<file path="config.mk">
export PLATFORM = sky130hd
export DESIGN_NAME = rx_trig_fifo
export DESIGN_NICKNAME = d
export VERILOG_FILES = /design/src/rtl/rxq_pkg.sv /design/src/rtl/rxq_ctrl.sv /design/src/rtl/rxq_store.sv /design/src/rtl/rxq_level.sv /design/src/rtl/rx_trig_fifo.sv
export SDC_FILE = /design/constraint.sdc
export NUM_CORES = 1
export LEC_CHECK = 0
export CORE_MARGIN = 2
export CORE_UTILIZATION = 50
export DETAILED_ROUTE_END_ITERATION = 16
export DONT_BUFFER_PORTS = 1
export PLACE_DENSITY = 0.7
export SYNTH_ARGS = -nofsm -noshare
export SYNTH_HDL_FRONTEND = slang
export SYNTH_SLANG_ARGS = --single-unit
</file>
<file path="constraint.sdc">
create_clock -name clk -period 3.73 [get_ports clk]
set_input_delay 0.746 -clock clk [delete_from_list [all_inputs] [get_ports clk]]
set_output_delay 0.746 -clock clk [all_outputs]
set_load 0.01 [all_outputs]
</file>
<file path="src/rtl/rxq_pkg.sv">
package rxq_pkg;
  // Error flags carried with each received character
  typedef struct packed {
    logic brk;
    logic ferr;
    logic perr;
  } rxq_flags_t;

  localparam int FLAG_W = $bits(rxq_flags_t);

  // Control write bit positions (decoded by this block)
  localparam int CTL_EN_BIT    = 0;
  localparam int CTL_RXCLR_BIT = 1;
  localparam int CTL_TXCLR_BIT = 2;
  localparam int CTL_DMA_BIT   = 3;
  localparam int CTL_TRIG_LSB  = 6;
endpackage

</file>
<file path="src/rtl/rxq_ctrl.sv">
module rxq_ctrl
  import rxq_pkg::*;
(
  input  logic       clk,
  input  logic       rst,
  input  logic       wr,
  input  logic [7:0] wdata,
  output logic       en,
  output logic       dma,
  output logic [1:0] trig_sel,
  output logic       flush_rx,
  output logic       tx_pulse
);
  logic ctl_unused;
  assign ctl_unused = &{1'b0, wdata[5:4]};

  // Receive flush: explicit command or any change of the mode bit
  assign flush_rx = wr & (wdata[CTL_RXCLR_BIT] | (wdata[CTL_EN_BIT] != en));

  always_ff @(posedge clk) begin
    if (rst) begin
      en       <= 1'b0;
      dma      <= 1'b0;
      trig_sel <= 2'b00;
      tx_pulse <= 1'b0;
    end else begin
      tx_pulse <= wr & wdata[CTL_TXCLR_BIT];
      if (wr) begin
        en       <= wdata[CTL_EN_BIT];
        dma      <= wdata[CTL_DMA_BIT];
        trig_sel <= wdata[CTL_TRIG_LSB +: 2];
      end
    end
  end
endmodule

</file>
<file path="src/rtl/rxq_store.sv">
module rxq_store #(
  parameter int DEPTH = 16,
  parameter int WORD_W = 11,
  localparam int PTR_W = $clog2(DEPTH),
  localparam int CNT_W = $clog2(DEPTH + 1)
) (
  input  logic              clk,
  input  logic              rst,
  input  logic              flush,
  input  logic              cap_one,
  input  logic              push,
  input  logic [WORD_W-1:0] push_word,
  input  logic              pop,
  output logic [WORD_W-1:0] head_word,
  output logic [CNT_W-1:0]  count,
  output logic              drop
);
  localparam logic [CNT_W-1:0] FULL_CNT = CNT_W'(DEPTH);

  logic [WORD_W-1:0] mem [DEPTH];
  logic [PTR_W-1:0]  wr_ptr, rd_ptr;
  logic              room, do_push, do_pop;

  assign room    = cap_one ? (count == '0) : (count < FULL_CNT);
  assign do_push = push & room & ~flush;
  assign do_pop  = pop & (count != '0) & ~flush;
  assign drop    = push & ~room & ~flush;

  // Storage array without reset, single write port (distributed RAM)
  always_ff @(posedge clk) begin
    if (do_push) mem[wr_ptr] <= push_word;
  end

  assign head_word = mem[rd_ptr];

  always_ff @(posedge clk) begin
    if (rst || flush) begin
      wr_ptr <= '0;
      rd_ptr <= '0;
      count  <= '0;
    end else begin
      if (do_push) wr_ptr <= wr_ptr + PTR_W'(1);
      if (do_pop)  rd_ptr <= rd_ptr + PTR_W'(1);
      case ({do_push, do_pop})
        2'b10:   count <= count + CNT_W'(1);
        2'b01:   count <= count - CNT_W'(1);
        default: count <= count;
      endcase
    end
  end
endmodule

</file>
<file path="src/rtl/rxq_level.sv">
module rxq_level #(
  parameter int CNT_W = 5,
  parameter int TRIG_L0 = 1,
  parameter int TRIG_L1 = 4,
  parameter int TRIG_L2 = 8,
  parameter int TRIG_L3 = 14
) (
  input  logic [CNT_W-1:0] count,
  input  logic [1:0]       trig_sel,
  input  logic             en,
  output logic             hit
);
  logic [CNT_W-1:0] thr;

  always_comb begin
    if (!en) begin
      thr = CNT_W'(1);
    end else begin
      case (trig_sel)
        2'b00:   thr = CNT_W'(TRIG_L0);
        2'b01:   thr = CNT_W'(TRIG_L1);
        2'b10:   thr = CNT_W'(TRIG_L2);
        default: thr = CNT_W'(TRIG_L3);
      endcase
    end
  end

  assign hit = (count >= thr);
endmodule

</file>
<file path="src/rtl/rx_trig_fifo.sv">
module rx_trig_fifo
  import rxq_pkg::*;
#(
  parameter int DEPTH = 16,
  parameter int DATA_W = 8,
  parameter int TRIG_L0 = 1,
  parameter int TRIG_L1 = 4,
  parameter int TRIG_L2 = 8,
  parameter int TRIG_L3 = 14
) (
  input  logic                         clk,
  input  logic                         rst,
  input  logic                         ctl_wr,
  input  logic [7:0]                   ctl_data,
  input  logic                         push_valid,
  input  logic [DATA_W-1:0]            push_data,
  input  logic                         push_perr,
  input  logic                         push_ferr,
  input  logic                         push_brk,
  input  logic                         pop,
  input  logic                         lsr_rd,
  output logic [DATA_W-1:0]            rd_data,
  output logic                         rd_perr,
  output logic                         rd_ferr,
  output logic                         rd_brk,
  output logic                         data_ready,
  output logic                         overrun,
  output logic                         level_hit,
  output logic                         fifo_on,
  output logic                         dma_mode,
  output logic                         tx_flush,
  output logic [$clog2(DEPTH+1)-1:0]   fill_level
);
  localparam int WORD_W = DATA_W + FLAG_W;
  localparam int CNT_W  = $clog2(DEPTH + 1);

  logic [1:0]        trig_sel;
  logic              flush_rx, drop;
  logic [WORD_W-1:0] in_word, head_word;
  logic [CNT_W-1:0]  count;
  rxq_flags_t        in_flags, head_flags;

  rxq_ctrl u_ctrl (
    .clk      (clk),
    .rst      (rst),
    .wr       (ctl_wr),
    .wdata    (ctl_data),
    .en       (fifo_on),
    .dma      (dma_mode),
    .trig_sel (trig_sel),
    .flush_rx (flush_rx),
    .tx_pulse (tx_flush)
  );

  assign in_flags = '{brk: push_brk, ferr: push_ferr, perr: push_perr};
  assign in_word  = {in_flags, push_data};

  rxq_store #(.DEPTH(DEPTH), .WORD_W(WORD_W)) u_store (
    .clk       (clk),
    .rst       (rst),
    .flush     (flush_rx),
    .cap_one   (~fifo_on),
    .push      (push_valid),
    .push_word (in_word),
    .pop       (pop),
    .head_word (head_word),
    .count     (count),
    .drop      (drop)
  );

  rxq_level #(
    .CNT_W(CNT_W), .TRIG_L0(TRIG_L0), .TRIG_L1(TRIG_L1),
    .TRIG_L2(TRIG_L2), .TRIG_L3(TRIG_L3)
  ) u_level (
    .count    (count),
    .trig_sel (trig_sel),
    .en       (fifo_on),
    .hit      (level_hit)
  );

  // Sticky overrun: a discard wins over a same-cycle clear
  always_ff @(posedge clk) begin
    if (rst)         overrun <= 1'b0;
    else if (drop)   overrun <= 1'b1;
    else if (lsr_rd) overrun <= 1'b0;
  end

  assign head_flags = rxq_flags_t'(head_word[WORD_W-1:DATA_W]);
  assign rd_data    = head_word[DATA_W-1:0];
  assign rd_perr    = head_flags.perr;
  assign rd_ferr    = head_flags.ferr;
  assign rd_brk     = head_flags.brk;
  assign fill_level = count;
  assign data_ready = (count != '0);
endmodule

</file>
==> results.yml, run 1 <==
grt:
  grt_antenna_before_repair: 0
  maximum_number_of_pins_on_one_net_before_global_route_repair: 45
  first_global_vias: 4007
  overflow: 0
  grt.total_usage: 0.187
  grt_first_pass_wirelength_mm: 22.4
floorplan:
  die_area_um2: 16900
  placeable_area_um2: 15700
  pin_count: 47
  die_w_um: 130
  core.rowCount: 46
  effective_utilization_at_floorplan: 0.504
  die_height_um: 130
place:
  gpl.final_weighted_congestion: 0.745
  dpl-instance-area_um2: 8320
  total_half_perimeter_wirelength_after_legalization_and_detailed_placement_mm: 8.78
  port_buffers: 0
yosys:
  post_synth_mux_area_share: 0.164
  synth_cell_type_count: 36
  seq_area_frac_synth: 0.725
  synthXorXnorAreaFrac: 0.00884
  synth-compound-area-share: 0.0172
  yosys_register_bits: 199
  synthAdderAreaFrac: 0.0205
  syn-num-nets: 446
  asyncSetResetFlopFracSynth: 0
  synth-main-ff-cell: "sky130_fd_sc_hd__edfxtp_1"
  synth_simple_gate_area_share: 0.0497
  edff_count_synth: 176
  combined_area_of_all_synthesized_cells_um2: 7930
  yosys_warnings: 0
  syn-instance-count: 408
  synthesis.area_per_instance_um2: 19.4
  dominant_combinational_cell_family_by_area_after_synthesis: "multiplexers"
cts:
  htree_num_levels: 4
  cts_tree: "yes"
  clk_pin_slew_worst_paths_ps: 70
  cts_resized: 0
  ctsLongestPathBuffers: 2
  numClockSinks: 199
  clock_latency_ps: 430
  post-cts-setup-buffers: 0
  postCtsHoldBufs: 0
  cts_inserted_buffers: 17
  root_buffer_cell: "sky130_fd_sc_hd__clkbuf_16"
sta:
  setup_tns_ps: 0
  setup_viol: 0
  hold_violations: 0
  fin_crit_sh: 0.840
  worst_slew_margin_rel: 0.384
  max_freq_mhz: 319
  rsz0062_at_grt: "false"
  final.min_clock_period_ps: 3140
  max_slew.worst_pin.slew_ps: 923
  final_max_slew_viol_count: 0
  fin_worst_hold_slack_ps: 379
  worst_clock_skew_ps: 8.01
detailed_routing:
  vias: 3697
  drt_first_iter_violations: 339
  detail_route.first_pass.iterations: 4
  post_detailed_route_count_of_antenna_violating_nets: 0
  wl_mm: 14.7
  drt-vias-per-instance: 5.65
  post_drt_wl_per_cell_um: 22.5
  drcViolationCount: 0
min_path:
  min-delay-path-class: "in -> reg"
  hp-start: "rst"
layout:
  num_antenna_cells: 0
  post_route_cells_drive_above_1_share: 0.263
  area_delta_synth_final_pct: 13.0
  layout_common_cells: "176 x sky130_fd_sc_hd__edfxtp_1, 55 x sky130_fd_sc_hd__mux4_2, 21 x sky130_fd_sc_hd__dfxtp_1"
  layout.nets: 463
  layout_commonest_cell: "sky130_fd_sc_hd__edfxtp_1"
  post-route-cell-area_um2: 8950
setup_path:
  worstSetupPathType: "reg -> reg"
  critPathLaunch: "u_store.count[0]"
  setup_crit_start_kind: "flip-flop"
  r2r_start: "u_store.count[0]"
  crit_path_max_fanout: 9
  cp_data_arrival_time_ps: 3490
  critPathRequiredTime_ps: 4080
  crit_end_element: "flip-flop"
pwr:
  total_leakage_power_nw: 2.82
  power.density_cell_area_nw_per_um2: 515
  max-vdd-ir-drop_mv: 0.326
outcome:
  status: "finished, final reports clean"
job:
  cap_viol_max_count: 0
area by class of cell:
type | instances | area, um2
clock buffer | 18 | 429
clock inverter | 14 | 204
fill | 1182 | 6760
inverter | 5 | 18.8
multi-input combinational | 181 | 2100
sequential | 199 | 5750
tap | 216 | 270
timing repair buffer | 21 | 183
critical path, cell delays in order (launching register included):
cell and delay (ps):
sky130_fd_sc_hd__dfxtp_1 430, sky130_fd_sc_hd__nor4_4 340, sky130_fd_sc_hd__nor2_1 110, sky130_fd_sc_hd__or4b_1 510
sky130_fd_sc_hd__ha_1 310, sky130_fd_sc_hd__ha_1 390, sky130_fd_sc_hd__inv_1 60, sky130_fd_sc_hd__o32ai_1 250
sky130_fd_sc_hd__a221oi_1 130, sky130_fd_sc_hd__or3_1 350, sky130_fd_sc_hd__a21oi_1 180
where the power goes:
part	total, mW	internal, mW	leakage [nW]	switching, mW
Clock	1.95	1.18	0.304	0.766
Combinational	0.196	0.0943	0.739	0.102
Sequential	2.46	2.45	1.77	0.0168
logic make-up after synthesis:
family                     after synthesis
xor gates and xnor gates                 8
DFF                                    199
and+or+nand+nor                         75
adders and majority gates               13
muxes                                   61
buffers and inverters                   28
AOI/OAI and AO/OA                       24
metrics by stage:
stage,setup WS (ps),utilization,instances,power (mW)
floorplan,300,-,408,2.67
global placement,437,0.530,622,2.70
detailed placement,324,0.530,622,2.71
CTS,600,0.570,654,4.64
global route,291,0.570,654,4.74
finish,595,0.570,654,4.61
cells in the mapped netlist (2+ instances only):
library cell               number  area share
sky130_fd_sc_hd__a21oi_1        9      0.0057
sky130_fd_sc_hd__and2_1         8      0.0063
sky130_fd_sc_hd__buf_1          4      0.0019
sky130_fd_sc_hd__buf_2          6      0.0038
sky130_fd_sc_hd__clkbuf_1      11      0.0052
sky130_fd_sc_hd__dfxtp_1       23       0.058
sky130_fd_sc_hd__edfxtp_1     176        0.67
sky130_fd_sc_hd__ha_1          13       0.021
sky130_fd_sc_hd__inv_1          5      0.0024
sky130_fd_sc_hd__mux2i_1        6      0.0076
sky130_fd_sc_hd__mux4_2        55        0.16
sky130_fd_sc_hd__nand2_1       14      0.0066
sky130_fd_sc_hd__nand2b_1       4      0.0032
sky130_fd_sc_hd__nand3_1        3      0.0019
sky130_fd_sc_hd__nor2_1        19      0.0090
sky130_fd_sc_hd__nor2b_1        2      0.0016
sky130_fd_sc_hd__nor3_1        12      0.0076
sky130_fd_sc_hd__o21a_1         2      0.0019
sky130_fd_sc_hd__o21ai_0        9      0.0057
sky130_fd_sc_hd__or3_1          5      0.0039
sky130_fd_sc_hd__xnor2_1        3      0.0033
sky130_fd_sc_hd__xor2_1         5      0.0055
path summary, 6_finish.rpt:
check | slack (ps) | cells after the start | endpoint
max | 590 | 10 | u_store.count[4]
min | 380 | 1 | u_ctrl.trig_sel[1]
max reg2reg | 590 | 10 | u_store.count[4]
min reg2reg | 530 | 2 | flip-flop
per-layer routing:
layer / vias up / part of all wire / track usage
met4: 0 / 0.017 / 0.0784
met5: - / 0 / 0
met1: 1912 / 0.42 / 0.243
li1: 1665 / - / -
met3: 18 / 0.052 / 0.0398
met2: 102 / 0.51 / 0.310
sequential cells by signal, indices dropped and copies added (netlist names), named ones only:
| name | cells |
|---|---|
| overrun | 1 |
| u_ctrl.dma | 1 |
| u_ctrl.en | 1 |
| u_ctrl.trig_sel | 2 |
| u_ctrl.tx_pulse | 1 |
| u_store.count | 5 |
| u_store.mem | 176 |
| u_store.rd_ptr | 4 |
| u_store.wr_ptr | 4 |
No activity file was read; power rests on OpenSTA's default activity.
==> run 2, diff against run 1 <==
- PLACE_DENSITY: 0.7 -> 0.73
- clock period: 3.73 -> 2.64 ns (I/O delays scaled with it)
==> results.yml, run 2 (same netlist as run 1, synthesis figures left out) <==
setup_path:
  r2r_start: "u_store.count[3]"
  crit_path_max_fanout: 7
  timing.reg2reg.worst_path_depth: 11
  worst_path_dominant_cell_family: "multiplexers"
  crit-reg2reg-capture: "u_store.count[2]"
  critical_path.slowest_cell: "sky130_fd_sc_hd__mux4_2"
  crit_chain: "buf_6 -> buf_12 -> mux4_2 -> mux4_2"
  crit_end_element: "output pin"
  setup_crit_start_kind: "flip-flop"
  cp_data_arrival_time_ps: 2190
  timing.critical_path.buf_inv: 2
  cp_most_frequent_cell: "sky130_fd_sc_hd__mux4_2"
  critPathRequiredTime_ps: 2110
  worstSetupPathType: "reg -> out"
  setup.reg_to_reg.worst_slack_ps: -70
  crit_path_max_incr_delay_ps: 550
layout:
  top_regs: "u_store.mem (176), u_store.count (5)"
  post_route_cells_drive_above_1_share: 0.345
  final_cell_count_no_fill: 683
  largest_register_ffs: 176
  num_antenna_cells: 0
  area_delta_synth_final_pct: 19.2
  top_register: "u_store.mem"
  layout_common_cells: "176 x sky130_fd_sc_hd__edfxtp_1, 55 x sky130_fd_sc_hd__mux4_2, 29 x sky130_fd_sc_hd__buf_4"
  layout.nets: 493
  post-route-cell-area_um2: 9450
  layout_commonest_cell: "sky130_fd_sc_hd__edfxtp_1"
sta:
  final_max_slew_viol_count: 0
  fin_crit_sh: 1.03
  final_critical_path_setup_slack_ps: -78.2
  hold_violations: 0
  max_slew.worst_pin.slew_ps: 323
  setup_viol: 11
  final.min_clock_period_ps: 2720
  max_freq_mhz: 368
  fin_worst_hold_slack_ps: 164
  worst_clock_skew_ps: 9.89
  rsz0062_at_grt: "true"
  worst_slew_margin_rel: 0.784
cts:
  postCtsHoldBufs: 0
  cts_tree: "yes"
  numClockSinks: 199
  htree_num_levels: 4
  cts_inserted_buffers: 17
  root_buffer_cell: "sky130_fd_sc_hd__clkbuf_16"
  clock_latency_ps: 430
  ctsLongestPathBuffers: 2
  clk_pin_slew_worst_paths_ps: 70
outcome:
  status: "complete, but fails checks"
  violated_checks: "setup timing"
detailed_routing:
  drcViolationCount: 0
  wl_met3_mm: 1.04
  top_layer: "met4"
  met2WireLength_mm: 9.28
  wl_mm: 17.1
  post_detailed_route_count_of_antenna_violating_nets: 0
  detail_route.first_pass.iterations: 5
  drt_first_iter_violations: 299
  route.layer.met1.wl_mm: 6.50
  drt-vias-per-instance: 5.86
  post_drt_wl_per_cell_um: 25.1
  vias: 4004
floorplan:
  effective_utilization_at_floorplan: 0.504
  core.rowCount: 46
  placeable_area_um2: 15700
  die_area_um2: 16900
  die_height_um: 130
  pin_count: 47
  die_w_um: 130
grt:
  grt_antenna_before_repair: 0
  first_global_vias: 4144
  overflow: 0
  grt_first_pass_wirelength_mm: 24.8
  maximum_number_of_pins_on_one_net_before_global_route_repair: 45
  grt.total_usage: 0.214
place:
  placedCellCount: 641
  port_buffers: 0
  total_half_perimeter_wirelength_after_legalization_and_detailed_placement_mm: 9.01
  dpl-instance-area_um2: 8630
  gpl.final_weighted_congestion: 0.757
min_path:
  min-delay-path-class: "in -> reg"
  holdPathStages: 1
  whs_endpoint: "u_ctrl.en"
  hp-start: "rst"
pwr:
  max-vdd-ir-drop_mv: 0.629
  total_leakage_power_nw: 3.01
  power.density_cell_area_nw_per_um2: 665
job:
  cap_viol_max_count: 0
[run 2: changes by cell type in the layout (fill, tap and decap cells not counted), sizes merged]
cell      change
buf          +29
bufinv        -4
clkinvlp      +2
inv           +2
[run 2: per-layer routing]
| metal | track usage | vias to the layer above |
|---|---|---|
| li1 | - | 1732 |
| met1 | 0.258 | 2091 |
| met2 | 0.375 | 162 |
| met3 | 0.0595 | 19 |
| met4 | 0.0721 | 0 |
| met5 | 0 | - |
[run 2: layout make-up]
type | count | area, um2
well taps | 216 | 270
inverters | 5 | 18.8
fillers | 1109 | 6270
clock buffers | 17 | 425
multi-input cells | 181 | 2180
repair buffers | 51 | 676
clock inverters | 14 | 126
flip-flops and latches | 199 | 5750
[run 2: worst max path at each step]
stage | from | end | depth (start not counted)
global placement | ctl_data[0] | u_store.count[4] | 11
floorplan | ctl_data[0] | u_store.count[4] | 14
finish | flip-flop | rd_perr | 4
detailed placement | ctl_data[0] | u_store.count[4] | 11
CTS | flip-flop | rd_perr | 4
global route | u_store.count[3] | u_store.count[4] | 11
[run 2: metrics by stage]
| step | util | setup slack (ps) | setup TNS, ps | power (mW) |
|---|---|---|---|---|
| floorplan | - | -479 | -22010 | 3.78 |
| global placement | 0.549 | -158 | -249 | 3.86 |
| detailed placement | 0.549 | -254 | -896 | 3.87 |
| CTS | 0.598 | -114 | -978 | 6.32 |
| global route | 0.601 | -206 | -1550 | 6.46 |
| finish | 0.601 | -78.2 | -633 | 6.28 |
[run 2: repair_timing]
action | 4_1_cts | 5_1_grt
pin swaps | 1 | 9
resized for setup | 12 | 9
gates cloned | 4 | 1
endpoints found under the setup margin | 13 | 23
buffers inserted | 7 | 1
[run 2: power breakdown]
part / leakage, nW / internal (mW) / total, mW / switching (mW)
registers: 1.78 / 3.46 / 3.47 / 0.0193
logic: 0.972 / 0.201 / 0.380 / 0.179
clock network: 0.262 / 1.30 / 2.42 / 1.12
total: 3.01 / 4.96 / 6.28 / 1.32
[run 2: worst register-to-register path: stages, from the launching register on]
cell                      delay, ps
sky130_fd_sc_hd__dfxtp_2        340
sky130_fd_sc_hd__nor4_4         300
sky130_fd_sc_hd__nor2_2          60
sky130_fd_sc_hd__or4b_4         510
sky130_fd_sc_hd__ha_4           200
sky130_fd_sc_hd__xor2_2         140
sky130_fd_sc_hd__ha_2           200
sky130_fd_sc_hd__buf_4          140
sky130_fd_sc_hd__a21oi_4        150
sky130_fd_sc_hd__xor2_2          90
sky130_fd_sc_hd__or3_4          370
sky130_fd_sc_hd__a21oi_2        140
==> run 3, diff against run 2 <==
- CTS_BUF_LIST: unset -> sky130_fd_sc_hd__clkbuf_4 sky130_fd_sc_hd__clkbuf_8 sky130_fd_sc_hd__clkbuf_16
==> results of run 3 <==
The final DEF is identical to that of run 2; final timing and power are the same.
